[src/rtl/irqh_pkg.sv]
package irqh_pkg;
  typedef enum logic [1:0] {
    SEQ_IDLE = 2'd0,
    SEQ_REQ  = 2'd1,
    SEQ_ACK  = 2'd2
  } seq_st_t;
endpackage

[src/rtl/irqh_prio.sv]
// Picks the highest-numbered pending level; output is the 1-based level number.
module irqh_prio #(
  parameter int N  = 7,
  parameter int LW = 3
) (
  input  logic [N-1:0]  pend,
  output logic          any,
  output logic [LW-1:0] lvl
);
  always_comb begin
    lvl = '0;
    for (int i = 0; i < N; i++) begin
      if (pend[i]) lvl = LW'(i + 1);
    end
  end
  assign any = |pend;
endmodule

[src/rtl/irqh_seq.sv]
// Request / grant / acknowledge sequencer.
module irqh_seq
  import irqh_pkg::*;
#(
  parameter int LW = 3
) (
  input  logic          clk,
  input  logic          rst_n,
  input  logic          start,
  input  logic [LW-1:0] start_lvl,
  input  logic          bus_grant,
  input  logic          resp_valid,
  output logic          bus_req,
  output logic          ack_active,
  output logic [LW-1:0] ack_level,
  output logic          fin
);
  seq_st_t       st_q, st_d;
  logic [LW-1:0] lvl_q;

  always_comb begin
    st_d = st_q;
    unique case (st_q)
      SEQ_IDLE: if (start)      st_d = SEQ_REQ;
      SEQ_REQ:  if (bus_grant)  st_d = SEQ_ACK;
      SEQ_ACK:  if (resp_valid) st_d = SEQ_IDLE;
      default:                  st_d = SEQ_IDLE;
    endcase
  end

  always_ff @(posedge clk) begin
    if (!rst_n) begin
      st_q  <= SEQ_IDLE;
      lvl_q <= '0;
    end else begin
      st_q <= st_d;
      if (st_q == SEQ_IDLE && start) lvl_q <= start_lvl;
    end
  end

  assign bus_req    = (st_q != SEQ_IDLE);
  assign ack_active = (st_q == SEQ_ACK);
  assign ack_level  = lvl_q;
  assign fin        = ack_active && resp_valid;
endmodule

[src/rtl/irqh_bank.sv]
// Per-level ID registers, status bits, read mux and interrupt routing.
module irqh_bank #(
  parameter int N   = 7,
  parameter int IDW = 8,
  parameter int LW  = 3
) (
  input  logic           clk,
  input  logic           rst_n,
  input  logic           fin,
  input  logic           fin_err,
  input  logic [LW-1:0]  fin_lvl,
  input  logic [IDW-1:0] resp_id,
  input  logic [N-1:0]   clr_done,
  input  logic [N-1:0]   clr_err,
  input  logic [N-1:0]   route_err,
  input  logic [LW-1:0]  rd_level,
  output logic [IDW-1:0] rd_id,
  output logic [N-1:0]   done_status,
  output logic [N-1:0]   err_status,
  output logic           irq_norm,
  output logic           irq_err
);
  logic [IDW-1:0] id_q [N];
  logic [N-1:0]   flag;

  for (genvar g = 0; g < N; g++) begin : g_lvl
    logic hit;
    assign hit = fin && (fin_lvl == LW'(g + 1));

    always_ff @(posedge clk) begin
      if (!rst_n) begin
        id_q[g]        <= '0;
        done_status[g] <= 1'b0;
        err_status[g]  <= 1'b0;
      end else begin
        if (hit && !fin_err) begin
          id_q[g]        <= resp_id;
          done_status[g] <= 1'b1;
        end else if (clr_done[g]) begin
          done_status[g] <= 1'b0;
        end
        if (hit && fin_err)   err_status[g] <= 1'b1;
        else if (clr_err[g])  err_status[g] <= 1'b0;
      end
    end
  end

  always_comb begin
    rd_id = '0;
    for (int i = 0; i < N; i++) begin
      if (rd_level == LW'(i + 1)) rd_id = id_q[i];
    end
  end

  assign flag     = done_status | err_status;
  assign irq_norm = |(flag & ~route_err);
  assign irq_err  = |(flag & route_err);
endmodule

[src/rtl/irqh_top.sv]
module irqh_top #(
  parameter int NLVL = 7,
  parameter int IDW  = 8,
  parameter int LW   = $clog2(NLVL + 1)
) (
  input  logic            clk,
  input  logic            rst_n,
  input  logic [NLVL-1:0] irq_req,
  input  logic [NLVL-1:0] lvl_enable,
  input  logic [NLVL-1:0] route_err,
  output logic            bus_req,
  input  logic            bus_grant,
  output logic            ack_active,
  output logic [LW-1:0]   ack_level,
  input  logic            resp_valid,
  input  logic            resp_err,
  input  logic [IDW-1:0]  resp_id,
  input  logic [NLVL-1:0] clr_done,
  input  logic [NLVL-1:0] clr_err,
  input  logic [LW-1:0]   rd_level,
  output logic [IDW-1:0]  rd_id,
  output logic [NLVL-1:0] done_status,
  output logic [NLVL-1:0] err_status,
  output logic            irq_norm,
  output logic            irq_err
);
  logic [NLVL-1:0] pend;
  logic            pend_any;
  logic [LW-1:0]   pend_lvl;
  logic            fin;

  assign pend = irq_req & lvl_enable & ~done_status & ~err_status;

  irqh_prio #(.N(NLVL), .LW(LW)) u_prio (
    .pend (pend),
    .any  (pend_any),
    .lvl  (pend_lvl)
  );

  irqh_seq #(.LW(LW)) u_seq (
    .clk        (clk),
    .rst_n      (rst_n),
    .start      (pend_any),
    .start_lvl  (pend_lvl),
    .bus_grant  (bus_grant),
    .resp_valid (resp_valid),
    .bus_req    (bus_req),
    .ack_active (ack_active),
    .ack_level  (ack_level),
    .fin        (fin)
  );

  irqh_bank #(.N(NLVL), .IDW(IDW), .LW(LW)) u_bank (
    .clk         (clk),
    .rst_n       (rst_n),
    .fin         (fin),
    .fin_err     (resp_err),
    .fin_lvl     (ack_level),
    .resp_id     (resp_id),
    .clr_done    (clr_done),
    .clr_err     (clr_err),
    .route_err   (route_err),
    .rd_level    (rd_level),
    .rd_id       (rd_id),
    .done_status (done_status),
    .err_status  (err_status),
    .irq_norm    (irq_norm),
    .irq_err     (irq_err)
  );
endmodule

[config.mk]
export PLATFORM = sky130hd
export DESIGN_NAME = irqh_top
export DESIGN_NICKNAME = d
export VERILOG_FILES = /design/src/rtl/irqh_pkg.sv /design/src/rtl/irqh_prio.sv /design/src/rtl/irqh_seq.sv /design/src/rtl/irqh_bank.sv /design/src/rtl/irqh_top.sv
export SDC_FILE = /design/constraint.sdc
export NUM_CORES = 1
export LEC_CHECK = 0
export BUFFER_PORTS_ARGS = -buffer_cell sky130_fd_sc_hd__buf_2
export CORE_MARGIN = 2
export CORE_UTILIZATION = 50
export DETAILED_ROUTE_END_ITERATION = 8
export GPL_TIMING_DRIVEN = 0
export PLACE_DENSITY = 0.74
export SLEW_MARGIN = 5
export SYNTH_ARGS = -nofsm -noshare
export SYNTH_HDL_FRONTEND = slang
export SYNTH_HIERARCHICAL = 1
export SYNTH_SLANG_ARGS = --single-unit
[constraint.sdc]
create_clock -name clk -period 2.9 [get_ports clk]
set_clock_uncertainty 0.2 [all_clocks]
set_input_delay 0.58 -clock clk [delete_from_list [all_inputs] [get_ports clk]]
set_output_delay 0.58 -clock clk [all_outputs]
set_load 0.01 [all_outputs]
==> metrics.md, run 1 <==
| Metric | Value |
|---|---|
| Crit path DAT | `1.94 ns` |
| Area after DPL | `4340 sq um` |
| R2R Setup Slk | `0.33 ns` |
| Routability cong. | `0.817` |
| Post-synth EDFFs | `56` |
| Top fanout value on the critical path | `10` |
| Initial antenna violation count | `0` |
| Die width | `91.3 um` |
| Syn-to-layout area delta | `18.3%` |
| Peak VDD IR | `0.233 mV` |
| Number of diodes | `0` |
| Final nets | `485` |
| Slew @ Worst Pin | `roughly 0.97 ns` |
| CTS clock-pin slew for the worst setup and hold paths | `0.07 ns` |
| Tightest Hold Check Type | `in2reg` |
| CP endpoint kind | `output pin` |
| Fmax | `about 0.37 GHz` |
| Clock sinks | `75` |
| Fin util | `0.615` |
| Later-pin clock latency in the skew report | `around 0.34 ns` |
| Post-Synthesis Cells | `345` |
| Synth unique cells | `45` |
| Average cell area after synthesis | `11.0 sq um` |
| Predominant post-synthesis flop cell | `edfxtp_1` |
| Final hold vios | `0` |
| Tcrit/Tclk final | `0.939` |
| Total global routing overflow | `0` |
| Die area | `8340 sq um` |
| Final Setup Violations | `0` |
| Core area | `7330 sq um` |
| CTS Root Cell | `clkbuf_8` |
| Min Tclk post-route | `2.72 ns` |
| Cell Rows | `31` |
| All-Layer GR Usage | `0.234` |
| I/O Buffers | `77` |
| Sum Neg Setup Slack | `0 ns` |
| Vias in the first global route | `2929` |
| Pwr/cell area | `477 nW/um^2` |
| Slew Limit Headroom | `0.350` |
| Post-route non-filler standard cell count | `538` |
| Vias per inst | `5.64` |
| H-tree levels | `3` |
| # placed instances | `522` |
| Routed WL per cell | `18.1 um` |
| Total number of vias | `a little over 3k` |
| Worst Setup Path Type | `in2out` |
| Leakage power | `~1.8 nW` |
| Sequential-to-total area share from yosys stat | `0.541` |
| Fillers | `611` |
| Initial Util | `0.520` |
| Syn nets | `just under 400` |
| Clock buffer depth | `2` |
| Io pins | `80` |
| CTS tree | `done` |
| Post-synth ARST share | `0` |
| CP Data Required Time | `roughly 2.1 ns` |
| DRT iter0 DRCs | `about 170` |
| DRT Pass-1 Iters | `5` |
| Unrepaired setup endpoints after global routing | `false` |
| Post-CTS setup buffer count | `0` |
| Tot Pwr | `2.15 mW` |
| First-pass GRT wire length | `14700 um` |
| Layout cell share with drive strength beyond 1 | `0.278` |
| Yosys warnings | `6` |
| Largest net degree at the start of global routing | `14` |
| Post-CTS Hold Buffers | `0` |
| Post-route cell area | `4510 sq um` |
| FF+latch count, synth | `75` |
| Die Y | `91.3 um` |
| Final wirelength | `9740 um` |
| Startpoint types | `input pin` |
| Status | `complete, no violations` |
| CTS buffer count | `9` |
| Mapped cell area | `3810 sq um` |
| MaxCap Viol Count | `0` |
| HPWL Detailed | `6940 um` |
| Post-DRT Antenna Nets | `0` |
| Slew Viols, Final | `0` |
| DRC Markers | `0` |
-- cells in the mapped netlist, types with 2 or more instances --
master,instances,area share
a32o_1,2,0.0053
nand4b_1,3,0.0069
o32ai_1,3,0.0069
clkbuf_1,5,0.0049
and2_1,68,0.11
o2bb2ai_1,3,0.0069
nand2b_1,8,0.013
buf_2,12,0.016
a21oi_1,3,0.0039
a21o_1,5,0.0099
nand4_1,3,0.0049
nand3b_1,9,0.018
o21ai_0,15,0.020
o221ai_1,2,0.0046
nor3_2,3,0.0079
nand3_1,2,0.0026
o31ai_1,4,0.0079
a2bb2oi_1,4,0.0092
a22oi_1,6,0.012
nor2_1,15,0.015
and4bb_2,7,0.023
inv_1,14,0.014
or4_1,2,0.0039
mux2i_1,12,0.032
nand2_1,21,0.021
o21bai_1,4,0.0079
nor2b_1,3,0.0049
dfxtp_1,19,0.10
nor3b_1,3,0.0059
edfxtp_1,56,0.44
o211ai_1,2,0.0039
o22ai_1,14,0.023
-- sequential cells by signal, summed over array words and instances, names as in the netlist --
name,cells
u_bank/done_status,7
u_bank/err_status,7
u_seq/st_q,2
u_seq/ack_level,3
u_bank/id_q,56
-- final cells by class --
type	count	area (sq um)	area share
Clock buffer	13	149	0.0330
Sequential cell	75	2060	0.458
Buffer	17	78.8	0.0175
Clock inverter	3	15.0	0.00333
Multi-Input combinational cell	238	1630	0.361
Timing Repair Buffer	78	393	0.0872
Tap cell	99	124	0.0275
Inverter	15	56.3	0.0125
-- critical path: stages --
cell,delay (ns)
buf_2,0.20
clkbuf_1,0.38
and2_1,0.21
o21ai_0,0.09
a22oi_1,0.30
buf_2,0.19
-- cell families (layout without fill, tap and decap cells) --
logic type | count (synthesis) | after routing | share of synthesized area
AO/OA/AOI/OAI | 69 | 69 | 0.126
buffers and inverters | 32 | 126 | 0.0355
flip-flops | 75 | 75 | 0.541
multiplexers | 14 | 14 | 0.0404
AND/OR/NAND/NOR | 155 | 155 | 0.257
-- layer usage --
metal,GRT usage,share of wire,vias to the layer above,wire length (um)
met5,0,0,-,0
met4,0.0859,0.016,0,154
met3,0.0440,0.061,16,592
met2,0.420,0.51,110,4950
met1,0.278,0.41,1468,4040
li1,-,-,1439,-
-- per-stage QoR --
| stage | setup WS (ns) | hold WS, ns |
|---|---|---|
| CTS | 0.0749 | 0.206 |
| floorplan | 0.522 | 0.269 |
| finish | 0.176 | 0.216 |
| detailed placement | 0.0691 | 0.260 |
| global route | 0.0805 | 0.208 |
| global placement | -0.0536 | 0.257 |
-- what timing repair did --
item / in CTS / in global routing
gates resized for setup: 0 / 1
endpoints found under the hold margin: 0 / 0
endpoints found under the setup margin: 0 / 8
-- where the power goes --
group	leakage, nW	switching (mW)	total [mW]	internal [mW]
Clock	0.0872	0.357	0.688	0.331
Sequential	0.734	0.0167	1.20	1.18
Combinational	1.02	0.155	0.263	0.108
Total	1.84	0.529	2.15	1.62
-- final timing paths --
path / startpoint / endpoint / cells past startpoint
setup / recovery: rd_level[2] / rd_id[3] / 6
hold / removal: clr_done[4] / u_bank/done_status[4] / 2
setup reg to reg: u_seq/st_q[1] / u_bank/id_q[4][7] / 4
hold reg to reg: u_seq/ack_level[1] / u_seq/ack_level[1] / 2
-- cell usage in the layout, fill, tap and decap left out, types with 4 or more instances in the layout --
cell type and instances:
a21o_1 5, a22oi_1 6, a2bb2oi_1 4, and2_1 68, and4bb_2 7, buf_2 89
clkbuf_1 8, clkbuf_8 10, dfxtp_1 19, edfxtp_1 56, inv_1 14, mux2i_1 12
nand2_1 21, nand2b_1 8, nand3b_1 9, nor2_1 15, o21ai_0 12, o21bai_1 4
o22ai_1 14
Note: power is estimated with default switching activity, not from simulation.
==> run 2: changes to the inputs <==
--- a/config.mk
+++ b/config.mk
@@ -7,10 +7,9 @@
 export LEC_CHECK = 0
 export BUFFER_PORTS_ARGS = -buffer_cell sky130_fd_sc_hd__buf_2
 export CORE_MARGIN = 2
-export CORE_UTILIZATION = 50
+export CORE_UTILIZATION = 30
 export DETAILED_ROUTE_END_ITERATION = 8
 export GPL_TIMING_DRIVEN = 0
-export PLACE_DENSITY = 0.74
 export SLEW_MARGIN = 5
 export SYNTH_ARGS = -nofsm -noshare
 export SYNTH_HDL_FRONTEND = slang
==> run 2 against run 1 <==
Design area increased by 5.9%. Global-route usage decreased by 6.8 points. Sequential power about the same. Flip-flop and latch count unchanged. Non-clock buffer count increased by 3. Setup slack improved by 0.051 ns. Routed wire length increased by 11%. Hold slack improved by 0.0088 ns. Largest cell class unchanged. Highest routed layer unchanged.
==> metrics.md, run 2 (same netlist as run 1, synthesis figures left out) <==
| Metric | Value |
|---|---|
| Hold depth | `2 (unchanged)` |
| Io pins | `80 (unchanged)` |
| CTS Root Cell | `clkbuf_16` |
| Pre-CTS worst setup slack | `-0.0243 ns (-0.0934 ns)` |
| DRT Pass-1 Iters | `4 (-1)` |
| Most frequent cells in the layout | `buf_2 (89), and2_1 (68), edfxtp_1 (56), nand2_1 (21), dfxtp_1 (19)` |
| Worst R2R End | `u_bank/id_q[3][2]` |
| Switching share of total power | `0.228 (-0.0175)` |
| DRT iter0 DRCs | `144 (-16%)` |
| Initial antenna violation count | `0 (unchanged)` |
| Vias in the first global route | `3129 (+6.8%)` |
| Hold Path Sink | `u_bank/done_status[6]` |
| Tot Pwr | `2.65 mW (+23%)` |
| Die Y | `117 um (+28%)` |
| Total number of vias | `3089 (+1.8%)` |
| Post-route non-filler standard cell count | `614 (+14%)` |
| Post-CTS Hold Buffers | `0 (unchanged)` |
| Final wirelength | `10800 um (+11%)` |
| Routed WL per cell | `17.6 um (-3.0%)` |
| Tightest Hold Check Type | `in2reg` |
| DRC Markers | `0 (unchanged)` |
| HPWL Detailed | `7790 um (+12%)` |
| Clock share of power | `0.445 (+0.125)` |
| Slew @ Worst Pin | `0.911 ns (-0.0573 ns)` |
| Crit-path max cell delay | `0.31 ns (-0.07 ns)` |
| Crit path top cell by count | `buf_2` |
| Top fanout value on the critical path | `10 (unchanged)` |
| Int Pwr | `2.04 mW (+26%)` |
| Slew Limit Headroom | `0.389 (+0.0389)` |
| Slowest-stage cell, CP | `nand2b_1` |
| Later-pin clock latency in the skew report | `0.33 ns (about the same)` |
| Status | `complete, no violations` |
| CP Data Required Time | `2.12 ns (about the same)` |
| Post-DRT Antenna Nets | `0 (unchanged)` |
| Worst Setup Path Type | `in2out` |
| CTS resizes | `0 (unchanged)` |
| Most common cell after layout, fill and taps aside | `buf_2` |
| Leakage power | `1.92 nW (+4.1%)` |
| R2R depth | `4 (unchanged)` |
| Fillers | `1282 (+110%)` |
| I/O Buffers | `77 (unchanged)` |
| Hold_sp | `clr_done[6]` |
| Peak VDD IR | `0.293 mV (+26%)` |
| Tcrit/Tclk final | `0.922 (-0.0175)` |
| Top reg by flops | `u_bank/id_q` |
| Min Tclk post-route | `2.67 ns (-0.0506 ns)` |
| Buf+Inv Stages, Crit Path | `3 (unchanged)` |
| Slew Viols, Final | `0 (unchanged)` |
| Fmax | `0.374 GHz (+1.9%)` |
| Cell Rows | `41 (+32%)` |
| Max FFs per register | `56 (unchanged)` |
| Die width | `117 um (+28%)` |
| Final nets | `488 (+0.62%)` |
| H-tree levels | `3 (unchanged)` |
| Unrepaired setup endpoints after global routing | `false` |
| Vias per inst | `5.03 (-11%)` |
| Clock buffer depth | `2 (unchanged)` |
| CP cell instances | `buf_2 -> buf_2 -> nand2b_1 -> a2bb2oi_1 -> o21ai_0 -> buf_2` |
| CP endpoint kind | `output pin` |
| Layout cell share with drive strength beyond 1 | `0.287 (+0.00943)` |
| Final hold vios | `0 (unchanged)` |
| First-pass GRT wire length | `16700 um (+14%)` |
| Total global routing overflow | `0 (unchanged)` |
| Startpoint types | `input pin` |
| Number of diodes | `0 (unchanged)` |
| Die area | `13600 sq um (+63%)` |
| Top Registers | `u_bank/id_q x56, u_bank/done_status x7, u_bank/err_status x7` |
| Core area | `12500 sq um (+71%)` |
| # placed instances | `598 (+15%)` |
| Fin worst setup slack | `0.226 ns (+0.0506 ns)` |
| Net Sw Power | `0.605 mW (+14%)` |
| R2R Setup Slk | `0.37 ns (+0.04 ns)` |
| CP top delay family | `buffers and inverters` |
| Seq pwr share | `0.453 (-0.105)` |
| Post-CTS setup buffer count | `0 (unchanged)` |
| Final Setup Violations | `0 (unchanged)` |
| Clock sinks | `75 (unchanged)` |
| Sum Neg Setup Slack | `0 ns (unchanged)` |
| Syn-to-layout area delta | `25.3%` |
| Worst hold slack | `0.224 ns (+0.00884 ns)` |
| CTS buffer count | `9 (unchanged)` |
| Routability cong. | `0.818 (+0.18%)` |
| Initial Util | `0.304 (-0.215)` |
| Largest net degree at the start of global routing | `14 (unchanged)` |
| Pwr/cell area | `555 nW/um^2 (+16%)` |
| Crit path DAT | `1.89 ns (-0.05 ns)` |
| Comb power frac | `0.102 (-0.020)` |
| CTS tree | `done` |
| MaxCap Viol Count | `0 (unchanged)` |
| All-Layer GR Usage | `0.166 (-0.0680)` |
| Origin of the critical flop-to-flop path | `u_seq/st_q[1]` |
| CTS clock-pin slew for the worst setup and hold paths | `0.06 ns (about the same)` |
[run 2: cell count changes in the layout (fill, tap and decap cells not counted)]
cell	before	now
clkinv_2	3	1
bufinv_16	0	2
buf_4	1	4
clkinv_4	0	1
clkbuf_8	10	0
clkinvlp_4	0	2
clkbuf_16	0	9
clkinv_1	0	1
clkbuf_1	8	5
[run 2: area by class of cell]
class,instances,area [sq um],share of cell area
clock buffer,9,225,0.0472
multi-input combinational,238,1630,0.341
clock inverter,7,92.6,0.0194
buffer,17,78.8,0.0165
tap,172,215,0.0451
timing repair buffer,81,415,0.0870
inverter,15,56.3,0.0118
sequential,75,2060,0.432
[run 2: per-stage QoR]
step,utilization,instance area (sq um)
3_3_place_gp,0.352,4410
2_1_floorplan,-,3810
4_1_cts,0.381,4770
5_1_grt,0.381,4770
6_report,0.381,4770
3_5_place_dp,0.356,4460
[run 2: worst reg2reg max path, stage by stage (launching register included)]
cell	delay, ns
dfxtp_1	0.41
nor2b_1	0.18
and2_1	0.33
nand3b_1	0.25
o31ai_2	0.79
[run 2: worst max path at each step]
stage | from | endpoint | slack [ns] | cells after the start
floorplan | u_seq/st_q[1] | u_bank/id_q[2][0] | 0.52 | 4
global placement | resp_valid | u_bank/id_q[4][5] | -0.27 | 4
detailed placement | resp_valid | u_bank/id_q[1][5] | -0.02 | 4
CTS | u_seq/st_q[1] | u_bank/id_q[1][2] | 0.03 | 4
global route | rd_level[2] | rd_id[3] | 0.11 | 6
finish | rd_level[0] | rd_id[6] | 0.23 | 6
[run 2: metal layers]
layer	share of wire	track usage
met2	0.46	0.262
met5	0	0
met1	0.45	0.219
met4	0.024	0.0549
met3	0.069	0.0503
[run 2: power groups by stage]
stage                     clock network (mW)  registers [mW]  logic (mW)
after global routing                    1.24            1.21       0.297
after floorplan                            0            1.22       0.147
final                                   1.18            1.20       0.269
after CTS                               1.19            1.20       0.271
after global placement                     0            1.22       0.257
after detailed placement                   0            1.22       0.270
==> run 3: changes to the inputs <==
--- a/config.mk
+++ b/config.mk
@@ -6,10 +6,13 @@
 export NUM_CORES = 1
 export LEC_CHECK = 0
 export BUFFER_PORTS_ARGS = -buffer_cell sky130_fd_sc_hd__buf_2
+export CELL_PAD_IN_SITES_DETAIL_PLACEMENT = 2
+export CELL_PAD_IN_SITES_GLOBAL_PLACEMENT = 2
 export CORE_MARGIN = 2
 export CORE_UTILIZATION = 30
 export DETAILED_ROUTE_END_ITERATION = 8
 export GPL_TIMING_DRIVEN = 0
+export PLACE_DENSITY_LB_ADDON = 0.1
 export SLEW_MARGIN = 5
 export SYNTH_ARGS = -nofsm -noshare
 export SYNTH_HDL_FRONTEND = slang
==> run 3 against run 2 <==
Count of clock-buffer cells in the layout grew 1. Critical endpoint is now rd_id[2]. Routed wire length grew 18%. Setup slack lost 0.12 ns. Cell count grew 0.33%. Via count is essentially flat. Utilization grew 0.23 points. Flip-flop and latch count is the same. Clock power grew 4%. First-iteration DRC count shrank 24%.
==> metrics.md, run 3 (same netlist as run 1, synthesis figures left out) <==
| Metric | Value |
|---|---|
| Status | `complete, no violations` |
| Min Tclk post-route | `2.80 ns (+0.123 ns)` |
| HPWL Detailed | `9460 um (+21%)` |
| GR Layer Usage met1 | `0.246 (+0.0271)` |
| Slew Viols, Final | `0 (unchanged)` |
| Number of diodes | `0 (unchanged)` |
| Met2 usage | `0.356 (+0.0944)` |
| Leakage power | `1.93 nW (+0.86%)` |
| Initial antenna violation count | `0 (unchanged)` |
| Largest net degree at the start of global routing | `14 (unchanged)` |
| I/O Buffers | `77 (unchanged)` |
| All-Layer GR Usage | `0.197 (+0.0311)` |
| Buf+Inv Stages, Crit Path | `3 (unchanged)` |
| Later-pin clock latency in the skew report | `0.34 ns (about the same)` |
| Top Registers | `u_bank/id_q x56, u_bank/done_status x7, u_bank/err_status x7` |
| Core area | `12500 sq um (unchanged)` |
| CTS buffer count | `9 (unchanged)` |
| Total global routing overflow | `0 (unchanged)` |
| Slowest-stage cell, CP | `clkbuf_1` |
| # placed instances | `600 (+0.33%)` |
| Startpoint types | `input pin` |
| Final nets | `490 (+0.41%)` |
| MaxCap Viol Count | `0 (unchanged)` |
| Top fanout value on the critical path | `10 (unchanged)` |
| Fin util | `0.384 (+0.00230)` |
| DRT iter0 DRCs | `109 (-24%)` |
| Origin of the critical flop-to-flop path | `u_seq/st_q[1]` |
| Post-CTS setup buffer count | `0 (unchanged)` |
| Peak VDD IR | `0.246 mV (-16%)` |
| Die area | `13600 sq um (unchanged)` |
| Crit path top cell by count | `buf_2` |
| Fmax | `0.358 GHz (-4.4%)` |
| Tightest Hold Check Type | `in2reg` |
| Max FFs per register | `56 (unchanged)` |
| Most common cell after layout, fill and taps aside | `buf_2` |
| CTS Root Cell | `clkbuf_16` |
| DRC Markers | `0 (unchanged)` |
| Slew Limit Headroom | `0.392 (+0.00278)` |
| Io pins | `80 (unchanged)` |
| CTS clock-pin slew for the worst setup and hold paths | `0.06 ns (about the same)` |
| Routed WL per cell | `20.6 um (+17%)` |
| Hold_sp | `clr_done[6]` |
| Initial Util | `0.304 (unchanged)` |
| Unrepaired setup endpoints after global routing | `false` |
| Syn-to-layout area delta | `26.0%` |
| H-tree levels | `3 (unchanged)` |
| CP top delay family | `buffers and inverters` |
| First-pass GRT wire length | `19400 um (+16%)` |
| Final wirelength | `12700 um (+18%)` |
| Routability cong. | `0.757 (-7.6%)` |
| Busiest layer in global routing | `met2` |
| CP Data Required Time | `2.12 ns (about the same)` |
| CP cell instances | `buf_2 -> clkbuf_1 -> and2_1 -> o21ai_0 -> a22oi_1 -> buf_2` |
| Tcrit/Tclk final | `0.964 (+0.0425)` |
| Die Y | `117 um (unchanged)` |
| Clock sinks | `75 (unchanged)` |
| Worst Setup Path Type | `in2out` |
| Vias per inst | `5.01 (-0.36%)` |
| Die width | `117 um (unchanged)` |
| Most frequent cells in the layout | `buf_2 (89), and2_1 (68), edfxtp_1 (56), nand2_1 (21), dfxtp_1 (19)` |
| CP startpoint | `rd_level[2]` |
| Slew @ Worst Pin | `0.909 ns (-0.00205 ns)` |
| Pwr/cell area | `564 nW/um^2 (+1.7%)` |
| Post-route cell area | `4800 sq um (+0.60%)` |
| Post-route non-filler standard cell count | `616 (+0.33%)` |
| Total number of vias | `3088 (-0.032%)` |
| Crit path DAT | `2.02 ns (+0.13 ns)` |
| Post-CTS Hold Buffers | `0 (unchanged)` |
| Vias in the first global route | `3425 (+9.5%)` |
| Pre-CTS worst setup slack | `0.168 ns (+0.192 ns)` |
| Post-DRT Antenna Nets | `0 (unchanged)` |
| DRT Pass-1 Iters | `4 (unchanged)` |
| Cell Rows | `41 (unchanged)` |
| Top reg by flops | `u_bank/id_q` |
| Fin worst setup slack | `0.103 ns (-0.123 ns)` |
| CTS tree | `done` |
| GR Layer Usage met3 | `0.0280 (-0.0223)` |
| Final hold vios | `0 (unchanged)` |
| Final Setup Violations | `0 (unchanged)` |
| CP endpoint kind | `output pin` |
| Crit-path max cell delay | `0.42 ns (+0.11 ns)` |
| Clock buffer depth | `2 (unchanged)` |
| Area after DPL | `4480 sq um (+0.42%)` |
| Layout cell share with drive strength beyond 1 | `0.293 (+0.00546)` |
| CTS resizes | `0 (unchanged)` |
==> run 3: cell types whose count changed in the layout (fill, tap and decap cells not counted), sizes merged <==
| cell | delta |
|---|---|
| buf | +2 |
| clkbuf | +1 |
| clkinv | -1 |
==> run 3: area by class of cell <==
type / instances / area, sq um
inverter: 15 / 56.3
sequential: 75 / 2060
timing repair buffer: 83 / 434
buffer: 17 / 78.8
clock inverter: 6 / 88.8
multi-input combinational: 238 / 1630
clock buffer: 10 / 239
tap: 172 / 215
fill: 1379 / 7710
==> run 3: metal layers <==
layer / up-vias / share of wire
met1: 1565 / 0.44
met4: 0 / 0.011
met5: - / 0
li1: 1458 / -
met3: 12 / 0.023
met2: 53 / 0.53
==> run 3: worst paths after layout <==
check / endpoint / slack, ns / depth (start not counted)
worst max-delay path: rd_id[2] / 0.10 / 6
worst min register to register: u_seq/ack_level[1] / 0.29 / 2
worst min-delay path: u_bank/done_status[6] / 0.22 / 2
worst max register to register: u_bank/id_q[6][0] / 0.34 / 5
==> run 3: per-stage QoR <==
stage / power (mW) / hold WS, ns / setup TNS, ns
after global routing: 2.81 / 0.218 / 0
after detailed placement: 1.51 / 0.283 / 0
after floorplan: 1.37 / 0.269 / 0
final: 2.71 / 0.222 / 0
after CTS: 2.74 / 0.212 / 0
after global placement: 1.49 / 0.266 / -12.70
==> run 3: power by group <==
group          switching, mW  internal, mW  total [mW]
clock network          0.450         0.777        1.23
logic                  0.169         0.113       0.282
registers             0.0170          1.18        1.20
total                  0.637          2.07        2.71
